$ cat src/rtl/cbr_pkg.sv
package cbr_pkg;
  typedef enum logic [2:0] {
    ST_IDLE,
    ST_CHECK,
    ST_NEED,
    ST_SCAN,
    ST_EVICT,
    ST_LOAD
  } cbr_state_t;
endpackage

$ cat src/rtl/cbr_table.sv
module cbr_table #(
  parameter int NSLOT = 8,
  parameter int ID_W  = 4,
  parameter int SZ_W  = 11,
  parameter int IDX_W = 3
) (
  input  logic             clk,
  input  logic             rst,
  input  logic [ID_W-1:0]  look_id,
  output logic             hit,
  output logic [IDX_W-1:0] hit_idx,
  output logic             has_free,
  output logic [IDX_W-1:0] free_idx,
  input  logic [IDX_W-1:0] rd_idx,
  output logic             rd_valid,
  output logic [ID_W-1:0]  rd_id,
  output logic [SZ_W-1:0]  rd_size,
  output logic [SZ_W-1:0]  rd_credit,
  input  logic             wr_refresh,
  input  logic             wr_insert,
  input  logic             wr_evict,
  input  logic [IDX_W-1:0] op_idx,
  input  logic [ID_W-1:0]  ins_id,
  input  logic [SZ_W-1:0]  ins_size
);
  logic            vld   [NSLOT];
  logic [ID_W-1:0] ids   [NSLOT];
  logic [SZ_W-1:0] sizes [NSLOT];
  logic [SZ_W-1:0] creds [NSLOT];
  logic [SZ_W-1:0] victim_cr;

  assign victim_cr = creds[op_idx];

  // Per-slot update: refresh, insert, or age after an eviction
  always_ff @(posedge clk) begin
    for (int i = 0; i < NSLOT; i++) begin
      if (rst) begin
        vld[i] <= 1'b0;
      end else if (op_idx == IDX_W'(i) && wr_insert) begin
        vld[i]   <= 1'b1;
        ids[i]   <= ins_id;
        sizes[i] <= ins_size;
        creds[i] <= ins_size;
      end else if (op_idx == IDX_W'(i) && wr_refresh) begin
        creds[i] <= sizes[i];
      end else if (wr_evict) begin
        if (op_idx == IDX_W'(i)) vld[i] <= 1'b0;
        else if (vld[i])         creds[i] <= creds[i] - victim_cr;
      end
    end
  end

  // Lookup and free-slot search; downward loop lets the lowest index win
  always_comb begin
    hit      = 1'b0;
    hit_idx  = '0;
    has_free = 1'b0;
    free_idx = '0;
    for (int i = NSLOT - 1; i >= 0; i--) begin
      if (vld[i] && ids[i] == look_id) begin
        hit     = 1'b1;
        hit_idx = IDX_W'(i);
      end
      if (!vld[i]) begin
        has_free = 1'b1;
        free_idx = IDX_W'(i);
      end
    end
  end

  assign rd_valid  = vld[rd_idx];
  assign rd_id     = ids[rd_idx];
  assign rd_size   = sizes[rd_idx];
  assign rd_credit = creds[rd_idx];

  generate
    for (genvar g = 0; g < NSLOT; g++) begin : g_chk
      // credits only shrink from their size, so never exceed it
      assert_credit_bound_R6: assert property (@(posedge clk) disable iff (rst)
        vld[g] |-> creds[g] <= sizes[g]);
    end
  endgenerate
endmodule

$ cat src/rtl/cbr_minscan.sv
module cbr_minscan #(
  parameter int NSLOT = 8,
  parameter int IDX_W = 3,
  parameter int SZ_W  = 11
) (
  input  logic             clk,
  input  logic             rst,
  input  logic             start,
  input  logic             cur_valid,
  input  logic [SZ_W-1:0]  cur_credit,
  output logic [IDX_W-1:0] scan_idx,
  output logic             done,
  output logic [IDX_W-1:0] best_idx
);
  logic            busy;
  logic            found;
  logic [SZ_W-1:0] best_cr;

  always_ff @(posedge clk) begin
    if (rst) begin
      busy     <= 1'b0;
      done     <= 1'b0;
      found    <= 1'b0;
      scan_idx <= '0;
      best_idx <= '0;
      best_cr  <= '0;
    end else begin
      done <= 1'b0;
      if (start) begin
        busy     <= 1'b1;
        found    <= 1'b0;
        scan_idx <= '0;
      end else if (busy) begin
        // strict less-than keeps the earliest slot on equal credit
        if (cur_valid && (!found || cur_credit < best_cr)) begin
          found    <= 1'b1;
          best_idx <= scan_idx;
          best_cr  <= cur_credit;
        end
        if (scan_idx == IDX_W'(NSLOT - 1)) begin
          busy <= 1'b0;
          done <= 1'b1;
        end else begin
          scan_idx <= scan_idx + 1'b1;
        end
      end
    end
  end

  assert_victim_found_R4: assert property (@(posedge clk) disable iff (rst)
    done |-> found);
  assert_scan_runs_R5: assert property (@(posedge clk) disable iff (rst)
    start |=> busy && scan_idx == '0);
endmodule

$ cat src/rtl/cbr_stats.sv
module cbr_stats #(
  parameter int CNT_W        = 16,
  parameter int LAT_W        = 32,
  parameter int SZ_W         = 11,
  parameter int LAT_PER_UNIT = 3
) (
  input  logic             clk,
  input  logic             rst,
  input  logic             inc_hit,
  input  logic             inc_miss,
  input  logic             inc_evict,
  input  logic             add_lat,
  input  logic [SZ_W-1:0]  add_size,
  output logic [CNT_W-1:0] hit_cnt,
  output logic [CNT_W-1:0] miss_cnt,
  output logic [CNT_W-1:0] evict_cnt,
  output logic [LAT_W-1:0] lat_total
);
  always_ff @(posedge clk) begin
    if (rst) begin
      hit_cnt   <= '0;
      miss_cnt  <= '0;
      evict_cnt <= '0;
      lat_total <= '0;
    end else begin
      if (inc_hit)   hit_cnt   <= hit_cnt + 1'b1;
      if (inc_miss)  miss_cnt  <= miss_cnt + 1'b1;
      if (inc_evict) evict_cnt <= evict_cnt + 1'b1;
      if (add_lat)   lat_total <= lat_total + LAT_W'(add_size) * LAT_W'(LAT_PER_UNIT);
    end
  end

  assert_lat_grows_R8: assert property (@(posedge clk) disable iff (rst)
    add_lat && add_size != '0 |=> lat_total > $past(lat_total));
endmodule

$ cat src/rtl/cbr_repl_mgr.sv
module cbr_repl_mgr
  import cbr_pkg::*;
#(
  parameter int NSLOT        = 8,
  parameter int ID_W         = 4,
  parameter int SZ_W         = 11,
  parameter int CAPACITY     = 1010,
  parameter int LAT_PER_UNIT = 3,
  parameter int CNT_W        = 16,
  parameter int LAT_W        = 32
) (
  input  logic             clk,
  input  logic             rst,
  input  logic             req_valid,
  output logic             req_ready,
  input  logic [ID_W-1:0]  req_id,
  input  logic [SZ_W-1:0]  req_size,
  output logic             resp_valid,
  output logic             resp_hit,
  output logic             resp_err,
  output logic             evict_valid,
  output logic [ID_W-1:0]  evict_id,
  output logic [SZ_W-1:0]  evict_size,
  output logic             load_valid,
  output logic [ID_W-1:0]  load_id,
  output logic [SZ_W-1:0]  load_size,
  output logic [CNT_W-1:0] hit_cnt,
  output logic [CNT_W-1:0] miss_cnt,
  output logic [CNT_W-1:0] evict_cnt,
  output logic [LAT_W-1:0] lat_total
);
  localparam int IDX_W = (NSLOT > 1) ? $clog2(NSLOT) : 1;
  localparam logic [SZ_W-1:0] CAP = SZ_W'(CAPACITY);

  cbr_state_t      st;
  logic [ID_W-1:0] q_id;
  logic [SZ_W-1:0] q_size;
  logic [SZ_W-1:0] used;
  logic [SZ_W-1:0] free_cap;

  logic             hit, has_free, rd_valid, scan_done;
  logic [IDX_W-1:0] hit_idx, free_idx, rd_idx, op_idx, scan_idx, best_idx;
  logic [ID_W-1:0]  rd_id;
  logic [SZ_W-1:0]  rd_size, rd_credit;
  logic             oversize, need_evict;
  logic             wr_refresh, wr_insert, wr_evict, scan_start;

  assign free_cap   = CAP - used;
  assign oversize   = q_size > CAP;
  assign need_evict = (free_cap < q_size) || !has_free;
  assign wr_refresh = (st == ST_CHECK) && !oversize && hit;
  assign wr_insert  = (st == ST_LOAD);
  assign wr_evict   = (st == ST_EVICT);
  assign scan_start = (st == ST_NEED) && need_evict;
  assign rd_idx     = (st == ST_EVICT) ? best_idx : scan_idx;

  always_comb begin
    case (st)
      ST_CHECK: op_idx = hit_idx;
      ST_EVICT: op_idx = best_idx;
      default:  op_idx = free_idx;
    endcase
  end

  cbr_table #(.NSLOT(NSLOT), .ID_W(ID_W), .SZ_W(SZ_W), .IDX_W(IDX_W)) u_table (
    .clk(clk), .rst(rst), .look_id(q_id),
    .hit(hit), .hit_idx(hit_idx), .has_free(has_free), .free_idx(free_idx),
    .rd_idx(rd_idx), .rd_valid(rd_valid), .rd_id(rd_id), .rd_size(rd_size),
    .rd_credit(rd_credit), .wr_refresh(wr_refresh), .wr_insert(wr_insert),
    .wr_evict(wr_evict), .op_idx(op_idx), .ins_id(q_id), .ins_size(q_size)
  );

  cbr_minscan #(.NSLOT(NSLOT), .IDX_W(IDX_W), .SZ_W(SZ_W)) u_scan (
    .clk(clk), .rst(rst), .start(scan_start), .cur_valid(rd_valid),
    .cur_credit(rd_credit), .scan_idx(scan_idx), .done(scan_done),
    .best_idx(best_idx)
  );

  cbr_stats #(.CNT_W(CNT_W), .LAT_W(LAT_W), .SZ_W(SZ_W),
              .LAT_PER_UNIT(LAT_PER_UNIT)) u_stats (
    .clk(clk), .rst(rst),
    .inc_hit(wr_refresh),
    .inc_miss((st == ST_CHECK) && !oversize && !hit),
    .inc_evict(wr_evict),
    .add_lat(wr_insert), .add_size(q_size),
    .hit_cnt(hit_cnt), .miss_cnt(miss_cnt), .evict_cnt(evict_cnt),
    .lat_total(lat_total)
  );

  always_ff @(posedge clk) begin
    if (rst) begin
      st          <= ST_IDLE;
      req_ready   <= 1'b0;
      q_id        <= '0;
      q_size      <= '0;
      used        <= '0;
      resp_valid  <= 1'b0;
      resp_hit    <= 1'b0;
      resp_err    <= 1'b0;
      evict_valid <= 1'b0;
      evict_id    <= '0;
      evict_size  <= '0;
      load_valid  <= 1'b0;
      load_id     <= '0;
      load_size   <= '0;
    end else begin
      resp_valid  <= 1'b0;
      evict_valid <= 1'b0;
      load_valid  <= 1'b0;
      case (st)
        ST_IDLE: begin
          req_ready <= 1'b1;
          if (req_valid && req_ready) begin
            q_id      <= req_id;
            q_size    <= req_size;
            req_ready <= 1'b0;
            st        <= ST_CHECK;
          end
        end
        ST_CHECK: begin
          if (oversize || hit) begin
            resp_valid <= 1'b1;
            resp_err   <= oversize;
            resp_hit   <= !oversize;
            req_ready  <= 1'b1;
            st         <= ST_IDLE;
          end else begin
            st <= ST_NEED;
          end
        end
        ST_NEED: st <= need_evict ? ST_SCAN : ST_LOAD;
        ST_SCAN: if (scan_done) st <= ST_EVICT;
        ST_EVICT: begin
          evict_valid <= 1'b1;
          evict_id    <= rd_id;
          evict_size  <= rd_size;
          used        <= used - rd_size;
          st          <= ST_NEED;
        end
        ST_LOAD: begin
          load_valid <= 1'b1;
          load_id    <= q_id;
          load_size  <= q_size;
          used       <= used + q_size;
          resp_valid <= 1'b1;
          resp_hit   <= 1'b0;
          resp_err   <= 1'b0;
          req_ready  <= 1'b1;
          st         <= ST_IDLE;
        end
        default: st <= ST_IDLE;
      endcase
    end
  end

  assert_used_cap_R4: assert property (@(posedge clk) disable iff (rst)
    used <= CAP);
  assert_err_quiet_R9: assert property (@(posedge clk) disable iff (rst)
    resp_valid && resp_err |-> !load_valid && !evict_valid);
  assert_hit_no_evict_R2: assert property (@(posedge clk) disable iff (rst)
    resp_valid && resp_hit |-> !load_valid && evict_cnt == $past(evict_cnt));
  assert_ready_drop_R10: assert property (@(posedge clk) disable iff (rst)
    req_valid && req_ready |=> !req_ready);
endmodule

$ cat config.mk
export PLATFORM = sky130hd
export DESIGN_NAME = cbr_repl_mgr
export DESIGN_NICKNAME = d
export VERILOG_FILES = /design/src/rtl/cbr_pkg.sv /design/src/rtl/cbr_table.sv /design/src/rtl/cbr_minscan.sv /design/src/rtl/cbr_stats.sv /design/src/rtl/cbr_repl_mgr.sv
export SDC_FILE = /design/constraint.sdc
export NUM_CORES = 1
export LEC_CHECK = 0
export CAP_MARGIN = 20
export CORE_ASPECT_RATIO = 0.9
export CORE_MARGIN = 2
export CORE_UTILIZATION = 55
export DETAILED_ROUTE_END_ITERATION = 8
export DONT_BUFFER_PORTS = 1
export PLACE_DENSITY = 0.8
export SYNTH_ARGS = -nofsm -noshare
export SYNTH_HDL_FRONTEND = slang
export SYNTH_SLANG_ARGS = --single-unit
$ cat constraint.sdc
create_clock -name clk -period 8.45 [get_ports clk]
set_input_delay 0 -clock clk [delete_from_list [all_inputs] [get_ports clk]]
set_output_delay 0 -clock clk [all_outputs]
set_load 0.01 [all_outputs]
==> metrics.md, run 1 <==
| Metric | Value |
|---|---|
| Status | `finished, final reports clean` |
| Worst vdd rail ir drop | `0.000160 V` |
| Die area | `44100 um^2` |
| RSZ-0062 raised after global routing | `no` |
| CTS sink cnt | `381` |
| Routed wire length per instance | `24.5 um` |
| Fmax | `0.156 GHz` |
| Worst hold stages | `3` |
| Commonest non-fill, non-tap cell in the layout | `nand2_1` |
| Io pins | `134` |
| Die Y | `199 um` |
| Post-synth top flop | `edfxtp_1` |
| Post-Synthesis Net Count | `2491` |
| Netlist Area Pre-Place | `23300 um^2` |
| Area of the multi-input gates | `12800 um^2` |
| Synth cell types | `73` |
| Max stage delay on crit path | `0.82 ns` |
| Global-route wire length before repair | `106000 um` |
| Layout cell share with drive strength beyond 1 | `9.39%` |
| CP arrival | `6.73 ns` |
| Via-to-Cell Ratio | `6.53` |
| Number of synthesized register bits | `381` |
| Vias in the first global route | `18000` |
| Synth Area per Inst | `10.1 um^2` |
| Slowest CP cell | `dfxtp_1` |
| CTS H-tree depth | `2` |
| Pin count of the biggest net entering global routing | `162` |
| Most frequent cells in the layout | `234 x nand2_1, 216 x edfxtp_1, 189 x a21oi_1, 175 x nor2_1, 165 x dfxtp_1` |
| Async set-reset flop share out of synthesis | `0%` |
| Cts bufs inserted | `40` |
| WHS Endpoint | `q_id[3]` |
| Slew HR | `20.3%` |
| Worst Tran Pin Value | `1.19 ns` |
| CTS max path bufs | `3` |
| CP Cell Sequence | `xor2_1 > nor4_2 > o211ai_1 > a211oi_4 > buf_4 > mux2i_1 > a211oi_1 > a21oi_1 > buf_4 > ha_1 > nand3_1 > a211oi_1 > o41ai_1 > nand2b_1 > a21oi_1 > xor2_1 > mux2i_1` |
| Final ANT Viol Nets | `0` |
| Die width | `221 um` |
| Top cells by area, synth | `edfxtp_1 28%, dfxtp_1 14%, ha_1 7.2%, mux2i_1 5.4%, mux4_2 4.8%` |
| Max-cap violations | `0` |
| Pwr per Cell Area | `192 nW/um^2` |
| Worst EP required | `8.75 ns` |
| Post-synth EDFFs | `216` |
| Hold Startpoint | `req_id[3]` |
| Worst R2R Start | `q_id[3]` |
| Syn Inst Count | `2319` |
| Tot GR Track Use | `31.0%` |
| CTS resizes | `0` |
| Clock slew at reported path FFs | `0.06 ns` |
| Syn. warnings | `0` |
| DP HPWL | `49900 um` |
| CP startpoint kind | `flip-flop` |
| Clk_lat worst skew | `0.56 ns` |
| Yosys top cell by area | `edfxtp_1` |
| Final cycle utilization of the critical path | `76.1%` |
| DP Cell Count | `2783` |
| Core Region | `41800 um^2` |
| FILL cells | `3260` |
| Critical path buffer and inverter count | `2` |
| FF+latch area | `9790 um^2` |
| CP Max Fanout | `55` |
| Final #Nets | `2484` |
| Port Buffers | `0` |
| FF-to-FF End | `u_table.creds[7][8]` |
| Top delay family on crit path | `compound AO/OA/AOI/OAI gates` |
| Via total after detailed routing | `18900` |
| Fin Clk Skew | `0.0301 ns` |
| CTS tree | `done` |
| Setup slack, reg-to-reg | `2.02 ns` |
| Fin crit period | `6.43 ns` |
| Sequential share of the synthesized area | `41.9%` |
| First-pass DRT Iterations | `6` |
| Final cell count without fillers | `2892` |
| Final Setup Violations | `0` |
| Total grt overflow | `0` |
| DR DRC count | `0` |
| Share of the synthesized area in the top cell type | `27.8%` |
| Post-Route WL | `70800 um` |
| Row Count | `71` |
| Slew Viols, Final | `0` |
| Total setup buffers inserted after CTS | `0` |
| Setup crit end kind | `flip-flop` |
| Leak Pwr | `9.74 nW` |
| Worst Reg-to-Reg Cells | `17` |
| Initial detailed-routing violation count | `2391` |
| Final hold violations | `0` |
| Initial core utilization | `55.8%` |
| Initial antenna violation count | `0` |
| Area growth syn-to-layout | `10.2%` |
| GP Congestion | `0.960` |
| TNS Setup | `0 ns` |
| Crit Path Category | `reg -> reg` |
| Root Driver | `clkbuf_16` |
| Worst min path class | `in -> reg` |
==> registers in the layout, indices dropped and copies added, names as in the netlist, 4 cells and up <==
| signal | count |
|---|---|
| u_table.creds | 88 |
| u_table.sizes | 88 |
| u_stats.lat_total | 32 |
| u_table.ids | 32 |
| u_stats.evict_cnt | 16 |
| u_stats.hit_cnt | 16 |
| u_stats.miss_cnt | 16 |
| evict_size | 11 |
| load_size | 11 |
| q_size | 11 |
| u_scan.best_cr | 11 |
| used | 11 |
| u_table.vld | 8 |
| evict_id | 4 |
| load_id | 4 |
| q_id | 4 |
==> timing repair <==
action	CTS	global route
hold buffers	32	0
setup endpoints to repair	0	0
endpoints found under the hold margin	170	0
==> final cells by class <==
class	count	share of cell area, %
Antenna cell	1	0.00972
Clock buffer	53	4.40
Clock inverter	21	0.963
Inverter	95	1.39
Multi-Input combinational cell	1708	49.6
Sequential cell	381	38.0
Tap cell	547	2.66
Timing Repair Buffer	86	2.97
==> worst max path at each step <==
stage / from / endpoint / slack [ns] / cells past startpoint
2_1_floorplan: q_id[0] / u_table.creds[0][10] / 2.80 / 22
3_3_place_gp: q_id[0] / u_table.creds[2][10] / 2.21 / 20
3_5_place_dp: q_id[3] / u_table.creds[3][10] / 2.07 / 19
4_1_cts: q_id[3] / u_table.creds[2][10] / 2.04 / 19
5_1_grt: q_id[3] / u_table.creds[7][8] / 1.72 / 18
6_report: q_id[3] / u_table.creds[7][8] / 2.02 / 17
==> Yosys cell counts (3+ instances only) <==
master	count
ha_1	134
buf_4	7
and3_1	29
nand4_1	15
edfxtp_1	216
o21bai_1	13
and4_1	6
mux4_2	50
a21oi_1	190
fa_1	20
o2111ai_1	5
nor2b_1	28
nor4_1	10
dfxtp_1	165
a31o_2	7
inv_1	93
and2_1	7
o211ai_1	8
mux2_2	16
o31ai_1	10
nand2b_1	10
a41o_1	4
buf_2	12
a211oi_1	87
mux2i_1	127
o31a_1	3
xor2_1	115
clkbuf_1	99
a21o_1	33
o21ai_0	101
nand3_1	51
o21a_1	3
a21boi_0	6
o21ai_1	5
nor2_1	177
nand2_1	234
or3_1	21
maj3_1	10
nor3_1	29
buf_1	16
a31oi_1	13
a211o_1	3
xnor2_1	87
o41ai_1	6
==> where the power goes <==
| group | switching [W] | total (W) | internal (W) |
|---|---|---|---|
| logic | 0.000604 | 0.000994 | 0.000390 |
| clock network | 0.000775 | 0.00188 | 0.00110 |
| registers | 0.0000603 | 0.00206 | 0.00200 |
==> worst min-delay path, delay by kind of cell <==
| kind | cells | cell delay (ns) |
|---|---|---|
| buf+inv | 1 | 0.54 |
| simple gates | 1 | 0.10 |
| compound gates | 1 | 0.07 |
==> routing by layer <==
| layer | GRT usage, % | part of all wire [%] | vias up |
|---|---|---|---|
| met5 | 0 | 0 | - |
| met4 | 11.2 | 3.6 | 0 |
| met3 | 7.00 | 12 | 187 |
| met2 | 47.9 | 45 | 1166 |
| met1 | 43.0 | 40 | 9118 |
| li1 | - | - | 8412 |
==> stage by stage <==
stage	cell area [um^2]	total power [W]	hold WS (ns)	utilization, %	setup slack, ns
after floorplan	23300	0.00278	0.136	-	2.80
after global placement	24000	0.00299	0.0808	57.3	2.21
after detailed placement	24000	0.00302	0.0819	57.3	2.07
after CTS	25700	0.00490	0.206	61.4	2.04
after global routing	25700	0.00509	0.229	61.5	1.72
final	25700	0.00493	0.217	61.5	2.02
==> cells by family (layout without fill, tap and decap cells) <==
kind of cell / Yosys count / after routing / synth area share, %
buf+inv: 230 / 255 / 3.91
fa+ha+maj: 166 / 166 / 9.42
xor+xnor: 202 / 202 / 7.58
other cells: 0 / 1 / 0
flops: 381 / 381 / 41.9
mux: 194 / 194 / 11.1
simple gates: 630 / 630 / 12.3
compound gates: 516 / 516 / 13.8
No activity file was read; power rests on OpenSTA's default activity.
==> run 2, diff against run 1 <==
==> constraint.sdc (replaced) <==
create_clock -name clk -period 6 [get_ports clk]
set_input_delay 0 -clock clk [delete_from_list [all_inputs] [get_ports clk]]
set_output_delay 0 -clock clk [all_outputs]
set_load 0.01 [all_outputs]
==> run 2 against run 1 <==
  * Via count rose by 1.7%
  * Critical path depth rose by 5
  * Maximum frequency rose by 13%
  * Final cell count rose by 0.76%
  * Clock power rose by 40%
  * Combinational power rose by 46%
  * Sequential share of layout area fell by 0.22 points
  * Largest cell class unchanged
  * Total power rose by 42%
==> metrics.md, run 2 (synthesized netlist as in run 1, its figures left out) <==
| Metric | Value |
|---|---|
| Registers with the most flip-flops | `u_table.creds x88, u_table.sizes x88` |
| Setup crit end kind | `flip-flop` |
| DR DRC count | `0 (unchanged)` |
| Fin Clk Skew | `0.0166 ns (-0.0135 ns)` |
| Setup slack, reg-to-reg | `0.30 ns (-1.72 ns)` |
| Worst Hold Slack | `0.167 ns (-0.0495 ns)` |
| Area growth syn-to-layout | `10.9%` |
| Clk_lat worst skew | `0.58 ns (+0.02 ns)` |
| Worst R2R Start | `st[2]` |
| Final hold violations | `0 (unchanged)` |
| CP arrival | `6.19 ns (-0.54 ns)` |
| Post-Place Setup Slack | `0.376 ns (-1.69 ns)` |
| Die width | `221 um (unchanged)` |
| FILL cells | `3144 (-3.6%)` |
| Post-Route WL | `71700 um (+1.2%)` |
| Final #Nets | `2505 (+0.85%)` |
| DP HPWL | `50500 um (+1.2%)` |
| Clk pwr share | `37.7% (-0.3 points)` |
| Power Internal | `0.00493 W (+41%)` |
| Worst hold stages | `3 (unchanged)` |
| Die Y | `199 um (unchanged)` |
| Pwr per Cell Area | `270 nW/um^2 (+41%)` |
| Via total after detailed routing | `19200 (+1.7%)` |
| Fin crit period | `5.70 ns (-0.729 ns)` |
| FF-to-FF End | `used[10]` |
| Worst vdd rail ir drop | `0.000245 V (+53%)` |
| Leak Pwr | `9.84 nW (+1.0%)` |
| Slowest CP cell | `mux2i_4` |
| Worst min path class | `in -> reg` |
| Routed wire length per instance | `24.6 um (+0.47%)` |
| Via-to-Cell Ratio | `6.59 (+0.96%)` |
| Pin count of the biggest net entering global routing | `162 (unchanged)` |
| CP Max Fanout | `23 (-58%)` |
| CP startpoint kind | `flip-flop` |
| Slew HR | `21.2% (+0.88 points)` |
| Io pins | `134 (unchanged)` |
| Worst Slack Setup Final | `0.303 ns (-1.72 ns)` |
| Tot GR Track Use | `31.7% (+0.71 points)` |
| Reg power frac | `41.5% (-0.3 points)` |
| Final Setup Violations | `0 (unchanged)` |
| Commonest non-fill, non-tap cell in the layout | `nand2_1` |
| Cell area after layout | `25900 um^2 (+0.60%)` |
| Root Driver | `clkbuf_16` |
| GP Congestion | `1.02 (+5.9%)` |
| Row Count | `71 (unchanged)` |
| Port Buffers | `0 (unchanged)` |
| Hold Startpoint | `req_id[0]` |
| Worst Reg-to-Reg Cells | `22 (+5)` |
| Initial antenna violation count | `4 (+4)` |
| Most numerous cell on the critical path | `a21oi_1` |
| Cts bufs inserted | `40 (unchanged)` |
| Worst Tran Pin Value | `1.18 ns (-0.0115 ns)` |
| Final ANT Viol Nets | `0 (unchanged)` |
| CTS tree | `done` |
| RSZ-0062 raised after global routing | `no` |
| Vias in the first global route | `18600 (+3.6%)` |
| Status | `finished, final reports clean` |
| Core Region | `41800 um^2 (unchanged)` |
| WHS Endpoint | `q_id[0]` |
| Layout cell share with drive strength beyond 1 | `10.3% (+0.93 points)` |
| Most frequent cells in the layout | `234 x nand2_1, 216 x edfxtp_1, 189 x a21oi_1, 175 x nor2_1, 164 x dfxtp_1` |
| Initial core utilization | `55.8% (unchanged)` |
| Die area | `44100 um^2 (unchanged)` |
| CTS H-tree depth | `2 (unchanged)` |
| CP Cell Sequence | `nor3b_2 > buf_4 > mux2i_4 > buf_4 > mux4_2 > mux2i_1 > ha_1 > nand2_1 > nand2_1 > fa_1 > a21oi_1 > nor2_1 > nor2_1 > o21bai_1 > a21oi_1 > o21bai_1 > a21oi_1 > o21bai_1 > a21oi_1 > xor2_1 > or3_1 > a21oi_1` |
| Switch share | `29.5% (+0.27 points)` |
| Slew Viols, Final | `0 (unchanged)` |
| Logic pwr share | `20.8% (+0.7 points)` |
| Fmax | `0.176 GHz (+13%)` |
| Max-cap violations | `0 (unchanged)` |
| Global-route wire length before repair | `108000 um (+2.1%)` |
| First-pass DRT Iterations | `6 (unchanged)` |
| Final cycle utilization of the critical path | `95.0% (+19 points)` |
| CTS sink cnt | `381 (unchanged)` |
| Max stage delay on crit path | `0.59 ns (-0.23 ns)` |
| Psw | `0.00206 W (+43%)` |
| Worst EP required | `6.49 ns (-2.26 ns)` |
| Total setup buffers inserted after CTS | `0 (unchanged)` |
| Cell Area, Placed | `24200 um^2 (+0.75%)` |
| Clock slew at reported path FFs | `0.06 ns (about the same)` |
| CTS max path bufs | `3 (unchanged)` |
| Crit Path Category | `reg -> reg` |
| Total grt overflow | `0 (unchanged)` |
| Initial detailed-routing violation count | `2448 (+2.4%)` |
| TNS Setup | `0 ns (unchanged)` |
| Power after layout | `0.00699 W (+42%)` |
[run 2: how the worst max path moves through the flow]
stage                  from                   end  slack (ns)  depth (start not counted)
detailed placement    st[2]              used[10]        0.38                         22
finish                st[2]              used[10]        0.30                         22
global placement      st[2]    u_scan.best_idx[1]        0.55                         16
global route        q_id[0]  u_table.creds[0][10]        0.01                         23
floorplan           q_id[0]  u_table.creds[0][10]        0.35                         22
CTS                   st[2]              used[10]        0.35                         22
[run 2: layout make-up]
type	count	area [um^2]	share of cell area, %
antenna	2	5.00	0.0193
timing repair buffer	107	926	3.58
clock inverter	18	206	0.797
multi-input combinational	1708	12800	49.3
tap	547	684	2.64
clock buffer	56	1160	4.50
sequential	381	9790	37.8
inverter	95	357	1.38
[run 2: layer usage]
metal | track usage [%] | share of wire, % | routed length (um) | vias to the layer above
met5 | 0 | 0.077 | 55 | -
met4 | 16.5 | 5.7 | 4060 | 6
met3 | 7.57 | 12 | 8480 | 271
met2 | 49.0 | 44 | 31800 | 1234
met1 | 41.8 | 38 | 27300 | 9250
li1 | - | - | - | 8449
[run 2: what timing repair did]
| action | CTS | global route |
|---|---|---|
| resized for setup | 0 | 2 |
| hold endpoints to repair | 171 | 0 |
| hold buffers | 32 | 0 |
| setup endpoints to repair | 0 | 2 |
[run 2: power by group through the flow]
stage | registers (W) | logic, W | clock network, W
finish | 0.00290 | 0.00145 | 0.00264
global route | 0.00290 | 0.00157 | 0.00274
CTS | 0.00289 | 0.00141 | 0.00264
detailed placement | 0.00295 | 0.00134 | 0
global placement | 0.00295 | 0.00129 | 0
floorplan | 0.00292 | 0.000990 | 0
[run 2: metrics by stage]
| step | util [%] | instances |
|---|---|---|
| finish | 61.9 | 2914 |
| global route | 61.9 | 2913 |
| CTS | 61.9 | 2912 |
| detailed placement | 57.8 | 2806 |
| global placement | 57.8 | 2806 |
| floorplan | - | 2319 |
[run 2: critical path: cells and delay by family, from the launching register on]
| kind | cells | cell delay (ns) |
|---|---|---|
| AOI/OAI and AO/OA | 8 | 1.21 |
| buffers and inverters | 2 | 0.67 |
| and+or+nand+nor | 6 | 0.99 |
| DFF | 1 | 0.51 |
| adders and majority gates | 2 | 0.79 |
| muxes | 3 | 1.33 |
| xor gates and xnor gates | 1 | 0.10 |
